[src/rtl/rtf_pkg.sv]
package rtf_pkg;
  typedef enum logic {
    TMODE_NC = 1'b0,
    TMODE_NO = 1'b1
  } tamper_mode_e;

  function automatic logic cond_active(input logic level, input logic mode);
    return (tamper_mode_e'(mode) == TMODE_NO) ? level : ~level;
  endfunction
endpackage

[src/rtl/rtf_tamper_chan.sv]
module rtf_tamper_chan #(
  parameter int FLT_W = 4
) (
  input  logic             clk_i,
  input  logic             rst_ni,
  input  logic             pin_i,
  input  logic             en_i,
  input  logic             mode_i,
  input  logic [FLT_W-1:0] flt_len_i,
  output logic             flag_o,
  output logic             event_o
);
  import rtf_pkg::*;

  logic [1:0]       sync_q;
  logic [FLT_W-1:0] run_q;
  logic             flag_q;
  logic             active;
  logic             det;

  assign active  = cond_active(sync_q[1], mode_i);
  assign det     = en_i & active & (run_q >= flt_len_i);
  assign event_o = det & ~flag_q;
  assign flag_o  = flag_q;

  always_ff @(posedge clk_i or negedge rst_ni) begin
    if (!rst_ni) begin
      sync_q <= '0;
      run_q  <= '0;
      flag_q <= 1'b0;
    end else begin
      sync_q <= {sync_q[0], pin_i};
      if (!en_i || !active) begin
        run_q <= '0;
      end else if (run_q < flt_len_i) begin
        run_q <= run_q + 1'b1;
      end
      flag_q <= en_i & (flag_q | det);
    end
  end
endmodule

[src/rtl/rtf_freeze_ctl.sv]
module rtf_freeze_ctl #(
  parameter int NCH = 2
) (
  input  logic           clk_i,
  input  logic           rst_ni,
  input  logic [NCH-1:0] en_i,
  input  logic [NCH-1:0] evt_i,
  input  logic           pwr_dn_i,
  input  logic           halt_clr_i,
  output logic           halt_o,
  output logic           freeze_nxt_o,
  output logic           frozen_o
);
  logic any_en;
  logic tfrz_q, tfrz_nxt;
  logic halt_q, halt_nxt;
  logic pd_q, pd_rise;
  logic frozen_q;

  assign any_en   = |en_i;
  assign pd_rise  = pwr_dn_i & ~pd_q;
  assign tfrz_nxt = any_en & (tfrz_q | (|evt_i));
  assign halt_nxt = (halt_q & ~halt_clr_i) | (pd_rise & ~any_en);
  assign freeze_nxt_o = tfrz_nxt | halt_nxt;
  assign halt_o   = halt_q;
  assign frozen_o = frozen_q;

  always_ff @(posedge clk_i or negedge rst_ni) begin
    if (!rst_ni) begin
      tfrz_q   <= 1'b0;
      halt_q   <= 1'b0;
      pd_q     <= 1'b0;
      frozen_q <= 1'b0;
    end else begin
      tfrz_q   <= tfrz_nxt;
      halt_q   <= halt_nxt;
      pd_q     <= pwr_dn_i;
      frozen_q <= freeze_nxt_o;
    end
  end
endmodule

[src/rtl/rtf_time_bank.sv]
module rtf_time_bank #(
  parameter int NREG  = 8,
  parameter int REG_W = 8,
  localparam int TIME_W = NREG * REG_W,
  localparam int AW     = (NREG > 1) ? $clog2(NREG) : 1
) (
  input  logic              clk_i,
  input  logic              rst_ni,
  input  logic              tick_i,
  input  logic              freeze_nxt_i,
  input  logic [AW-1:0]     rd_addr_i,
  output logic [REG_W-1:0]  rd_data_o,
  output logic [TIME_W-1:0] time_o,
  output logic [TIME_W-1:0] vis_o
);
  logic [TIME_W-1:0] time_q, time_d, vis_q;

  assign time_d = time_q + TIME_W'(tick_i);
  assign time_o = time_q;
  assign vis_o  = vis_q;

  always_ff @(posedge clk_i or negedge rst_ni) begin
    if (!rst_ni) begin
      time_q <= '0;
      vis_q  <= '0;
    end else begin
      time_q <= time_d;
      if (!freeze_nxt_i) vis_q <= time_d;
    end
  end

  if (NREG == (1 << AW)) begin : g_full_map
    assign rd_data_o = vis_q[int'(rd_addr_i)*REG_W +: REG_W];
  end else begin : g_part_map
    assign rd_data_o = (int'(rd_addr_i) < NREG) ? vis_q[int'(rd_addr_i)*REG_W +: REG_W] : '0;
  end
endmodule

[src/rtl/rtc_tamper_freeze.sv]
module rtc_tamper_freeze #(
  parameter int NCH   = 2,
  parameter int NREG  = 8,
  parameter int REG_W = 8,
  parameter int FLT_W = 4,
  localparam int TIME_W = NREG * REG_W,
  localparam int AW     = (NREG > 1) ? $clog2(NREG) : 1
) (
  input  logic             clk_i,
  input  logic             rst_ni,
  input  logic             tick_i,
  input  logic [NCH-1:0]   tamper_i,
  input  logic [NCH-1:0]   tamper_en_i,
  input  logic [NCH-1:0]   tamper_mode_i,
  input  logic [FLT_W-1:0] flt_len_i,
  input  logic             pwr_dn_i,
  input  logic             halt_clr_i,
  input  logic [AW-1:0]    rd_addr_i,
  output logic [REG_W-1:0] rd_data_o,
  output logic [NCH-1:0]   tamper_flag_o,
  output logic             halt_o,
  output logic             frozen_o
);
  logic [NCH-1:0]    evt;
  logic              freeze_nxt;
  logic [TIME_W-1:0] time_w, vis_w;

  for (genvar c = 0; c < NCH; c++) begin : g_chan
    rtf_tamper_chan #(.FLT_W(FLT_W)) chan_i (
      .clk_i     (clk_i),
      .rst_ni    (rst_ni),
      .pin_i     (tamper_i[c]),
      .en_i      (tamper_en_i[c]),
      .mode_i    (tamper_mode_i[c]),
      .flt_len_i (flt_len_i),
      .flag_o    (tamper_flag_o[c]),
      .event_o   (evt[c])
    );
  end

  rtf_freeze_ctl #(.NCH(NCH)) ctl_i (
    .clk_i        (clk_i),
    .rst_ni       (rst_ni),
    .en_i         (tamper_en_i),
    .evt_i        (evt),
    .pwr_dn_i     (pwr_dn_i),
    .halt_clr_i   (halt_clr_i),
    .halt_o       (halt_o),
    .freeze_nxt_o (freeze_nxt),
    .frozen_o     (frozen_o)
  );

  rtf_time_bank #(.NREG(NREG), .REG_W(REG_W)) bank_i (
    .clk_i        (clk_i),
    .rst_ni       (rst_ni),
    .tick_i       (tick_i),
    .freeze_nxt_i (freeze_nxt),
    .rd_addr_i    (rd_addr_i),
    .rd_data_o    (rd_data_o),
    .time_o       (time_w),
    .vis_o        (vis_w)
  );
endmodule

[config.mk]
export PLATFORM = sky130hd
export DESIGN_NAME = rtc_tamper_freeze
export DESIGN_NICKNAME = d
export VERILOG_FILES = /design/src/rtl/rtf_pkg.sv /design/src/rtl/rtf_tamper_chan.sv /design/src/rtl/rtf_freeze_ctl.sv /design/src/rtl/rtf_time_bank.sv /design/src/rtl/rtc_tamper_freeze.sv
export SDC_FILE = /design/constraint.sdc
export NUM_CORES = 1
export LEC_CHECK = 0
export BUFFER_PORTS_ARGS = -buffer_cell sky130_fd_sc_hd__buf_2
export CORE_ASPECT_RATIO = 1.25
export CORE_MARGIN = 8
export CORE_UTILIZATION = 42
export CTS_CLUSTER_SIZE = 10
export DETAILED_ROUTE_END_ITERATION = 6
export PLACE_DENSITY_LB_ADDON = 0.25
export SYNTH_ARGS = -nofsm -noshare
export SYNTH_HDL_FRONTEND = slang
export SYNTH_HIERARCHICAL = 1
export SYNTH_SLANG_ARGS = --single-unit
[constraint.sdc]
create_clock -name clk_i -period 2.95 [get_ports clk_i]
set_clock_uncertainty 0.05 [all_clocks]
set_input_delay 0.59 -clock clk_i [delete_from_list [all_inputs] [get_ports clk_i]]
set_output_delay 0.59 -clock clk_i [all_outputs]
set_load 0.1 [all_outputs]
==> impl_metrics.tcl <==
set metrics [dict create \
    status "finished clean" \
    drt_iter0_markers 308 \
    reg2reg_from "g_chan[1].chan_i/run_q[1]" \
    drc 0 \
    firstDrtPassIters 4 \
    worstMarginPinSlew_ns 0.637 \
    start_util 0.427 \
    synthesis.nets 618 \
    clock_sink_count 146 \
    cts_hold_buf 0 \
    clk_pin_slew_ns 0.06 \
    tns_ns 0 \
    synth_seq_cells 146 \
    h-tree-depth 4 \
    multiInputGateArea_um2 3130 \
    final_cell_mix "dfrtp_1, mux2_2, nand2_1" \
    vias_per_cell 5.62 \
    critPathArrivalTime_ns 2.98 \
    r2r_slack_ns 0.24 \
    postCtsSetupRepairBufs 0 \
    synth_cell_types 44 \
    r2r-end "bank_i/vis_o[7]" \
    dieWidth_um 131 \
    critPathMaxStageDelay_ns 0.43 \
    grt_pass1_vias 5092 \
    rsz0062_at_grt "false" \
    place_congestion 0.887 \
    critPathTopFamily "compound AO/OA/AOI/OAI gates" \
    crit_required_ns 3.21 \
    insertion_delay_ns 0.43 \
    final_common_cell "dfrtp_1" \
    pwr_density_cell_nw_per_um2 637 \
    max_slew_margin 0.572 \
    fp-row-count 52 \
    ys_warn_count 6 \
    core_area_um2 16200 \
    fillers 1430 \
    async_flop_share 1.00 \
    path_cells "ha_1 > nor2b_4 > o211ai_1 > a31oi_1 > nor2b_1 > o32ai_2 > o211ai_2 > inv_2 > buf_12 > mux2_2" \
    rr_worst_depth 10 \
    seq_area_um2 3650 \
    syn_area_um2 6930 \
    cts.repair.resized 0 \
    vias 4872 \
    num-nets-final 668 \
    critical_path.max_fanout 28 \
    fin_util 0.500 \
    cts_made_buffers 17 \
    globalRoute.totalOverflow 0 \
    p_leak_nw 3.84 \
    max_cap_violations 0 \
    syn_avg_cell_area_um2 11.8 \
    num_antenna_cells 0 \
    wl_um 15900 \
    grt_pass1_wl_um 26600 \
    numPortBuffers 29 \
    ys_seq_area_frac 0.528 \
    cts_tree "yes" \
    finalSetupViolations 0 \
    p_total_mw 5.16 \
    grtUsageTotal 0.166 \
    die_h_um 160 \
    critPathSlowestCell "dfrtp_1" \
    peakVddDrop_mv 0.477 \
    io_pins 30 \
    drive_gt1_frac 0.264 \
    dp_hpwl_um 11700 \
    fmax_ghz 0.369 \
    min_period_ns 2.71 \
    end_kind "register" \
    crit_type "reg2reg" \
    slew_viol_final 0 \
    wire_per_inst_um 18.4 \
    grt_max_degree 59 \
    hp-class "in2async" \
    hold_violations 0 \
    syn_inst 588 \
    period_share 0.920 \
    synth-edff-count 0 \
    areaGrowthSynthToFinish_pct 17.0 \
    cts_buffer_depth 2 \
    antenna_found_initial 0 \
    synthFlopType "dfrtp_1" \
    die_area_um2 20900 \
    crit_buf_inv 2 \
    start_kind "register" \
    detail-route-antenna-nets 0 \
    cts-root-buf "clkbuf_16" \
]
## worst max path at each step
| stage | start | endpoint | slack, ns | cells past startpoint |
|---|---|---|---|---|
| 6_report | g_chan[1].chan_i/run_q[1] | bank_i/vis_o[7] | 0.24 | 10 |
| 4_1_cts | g_chan[0].chan_i/run_q[1] | bank_i/vis_o[7] | 0.24 | 10 |
| 5_1_grt | g_chan[1].chan_i/run_q[1] | bank_i/vis_o[54] | 0.04 | 12 |
| 2_1_floorplan | flt_len_i[1] | bank_i/vis_o[11] | 0.07 | 11 |
| 3_5_place_dp | flt_len_i[1] | bank_i/vis_o[7] | -0.05 | 12 |
| 3_3_place_gp | flt_len_i[1] | bank_i/vis_o[29] | 0.04 | 12 |
## sequential cells by signal (all words and copies together) (netlist names)
| signal | count |
|---|---|
| g_chan.chan_i/sync_q | 4 |
| ctl_i/halt_o | 1 |
| g_chan.chan_i/flag_o | 2 |
| g_chan.chan_i/run_q | 8 |
| ctl_i/tfrz_q | 1 |
| bank_i/time_o | 64 |
| ctl_i/pd_q | 1 |
| bank_i/vis_o | 64 |
| ctl_i/frozen_o | 1 |
## logic make-up after synthesis
logic type | count (synthesis) | share of synthesized area
simple gates | 209 | 0.170
fa+ha+maj | 12 | 0.0217
xor+xnor | 46 | 0.0582
compound gates | 67 | 0.0620
buf+inv | 38 | 0.0211
flops | 146 | 0.528
mux | 70 | 0.140
## layout make-up
type / instances / area share
Timing Repair Buffer: 52 / 0.0477
Inverter: 17 / 0.00818
Sequential cell: 146 / 0.451
Clock inverter: 14 / 0.0193
Tap cell: 216 / 0.0333
Multi-Input combinational cell: 404 / 0.387
Clock buffer: 18 / 0.0542
## per-layer routing
metal / GRT usage / up-vias / share of wire
li1: - / 2285 / -
met1: 0.196 / 2469 / 0.43
met2: 0.278 / 93 / 0.52
met3: 0.0416 / 25 / 0.031
met4: 0.0701 / 0 / 0.023
met5: 0 / - / 0
## stage by stage
step / area, um^2 / instances / hold slack [ns] / worst slack [ns]
6_report: 8110 / 867 / 0.0733 / 0.236
3_5_place_dp: 7510 / 835 / 0.285 / -0.0485
3_3_place_gp: 7510 / 835 / 0.282 / 0.0399
4_1_cts: 8110 / 867 / 0.0880 / 0.238
5_1_grt: 8110 / 867 / 0.107 / 0.0361
2_1_floorplan: 6950 / 588 / 0.244 / 0.0692
## Yosys cell counts (2+ instances only)
master	count	area (um^2)
dfrtp_1	146	3650
mux2_2	54	608
nand2_1	38	143
nand4_1	36	225
nand3_1	27	135
xnor2_1	26	228
nor2_1	23	86.3
o21ai_0	22	110
xor2_1	20	175
a31oi_1	19	119
or3_1	19	119
clkbuf_1	18	67.6
mux4_2	16	360
and3_1	15	93.8
inv_1	14	52.6
nor4_1	14	87.6
ha_1	12	150
nor3_1	11	55.1
a21oi_1	10	50.1
or4_1	5	37.5
or2_2	4	25.0
and4_1	3	26.3
o31ai_1	3	22.5
a21o_1	2	15.0
and2_1	2	12.5
buf_1	2	7.51
clkinvlp_2	2	10.0
nand2b_1	2	12.5
nor2b_1	2	12.5
nor2b_4	2	27.5
nor4b_1	2	17.5
o211a_4	2	35.0
o211ai_1	2	15.0
o21a_1	2	15.0
o31a_1	2	17.5
## where the power goes
part	leakage (nW)	switching [mW]	total [mW]	internal [mW]
registers	1.97	0.109	2.27	2.16
clock network	0.279	0.888	2.16	1.27
logic	1.58	0.433	0.732	0.299
Power figures use the tool's default switching activity.
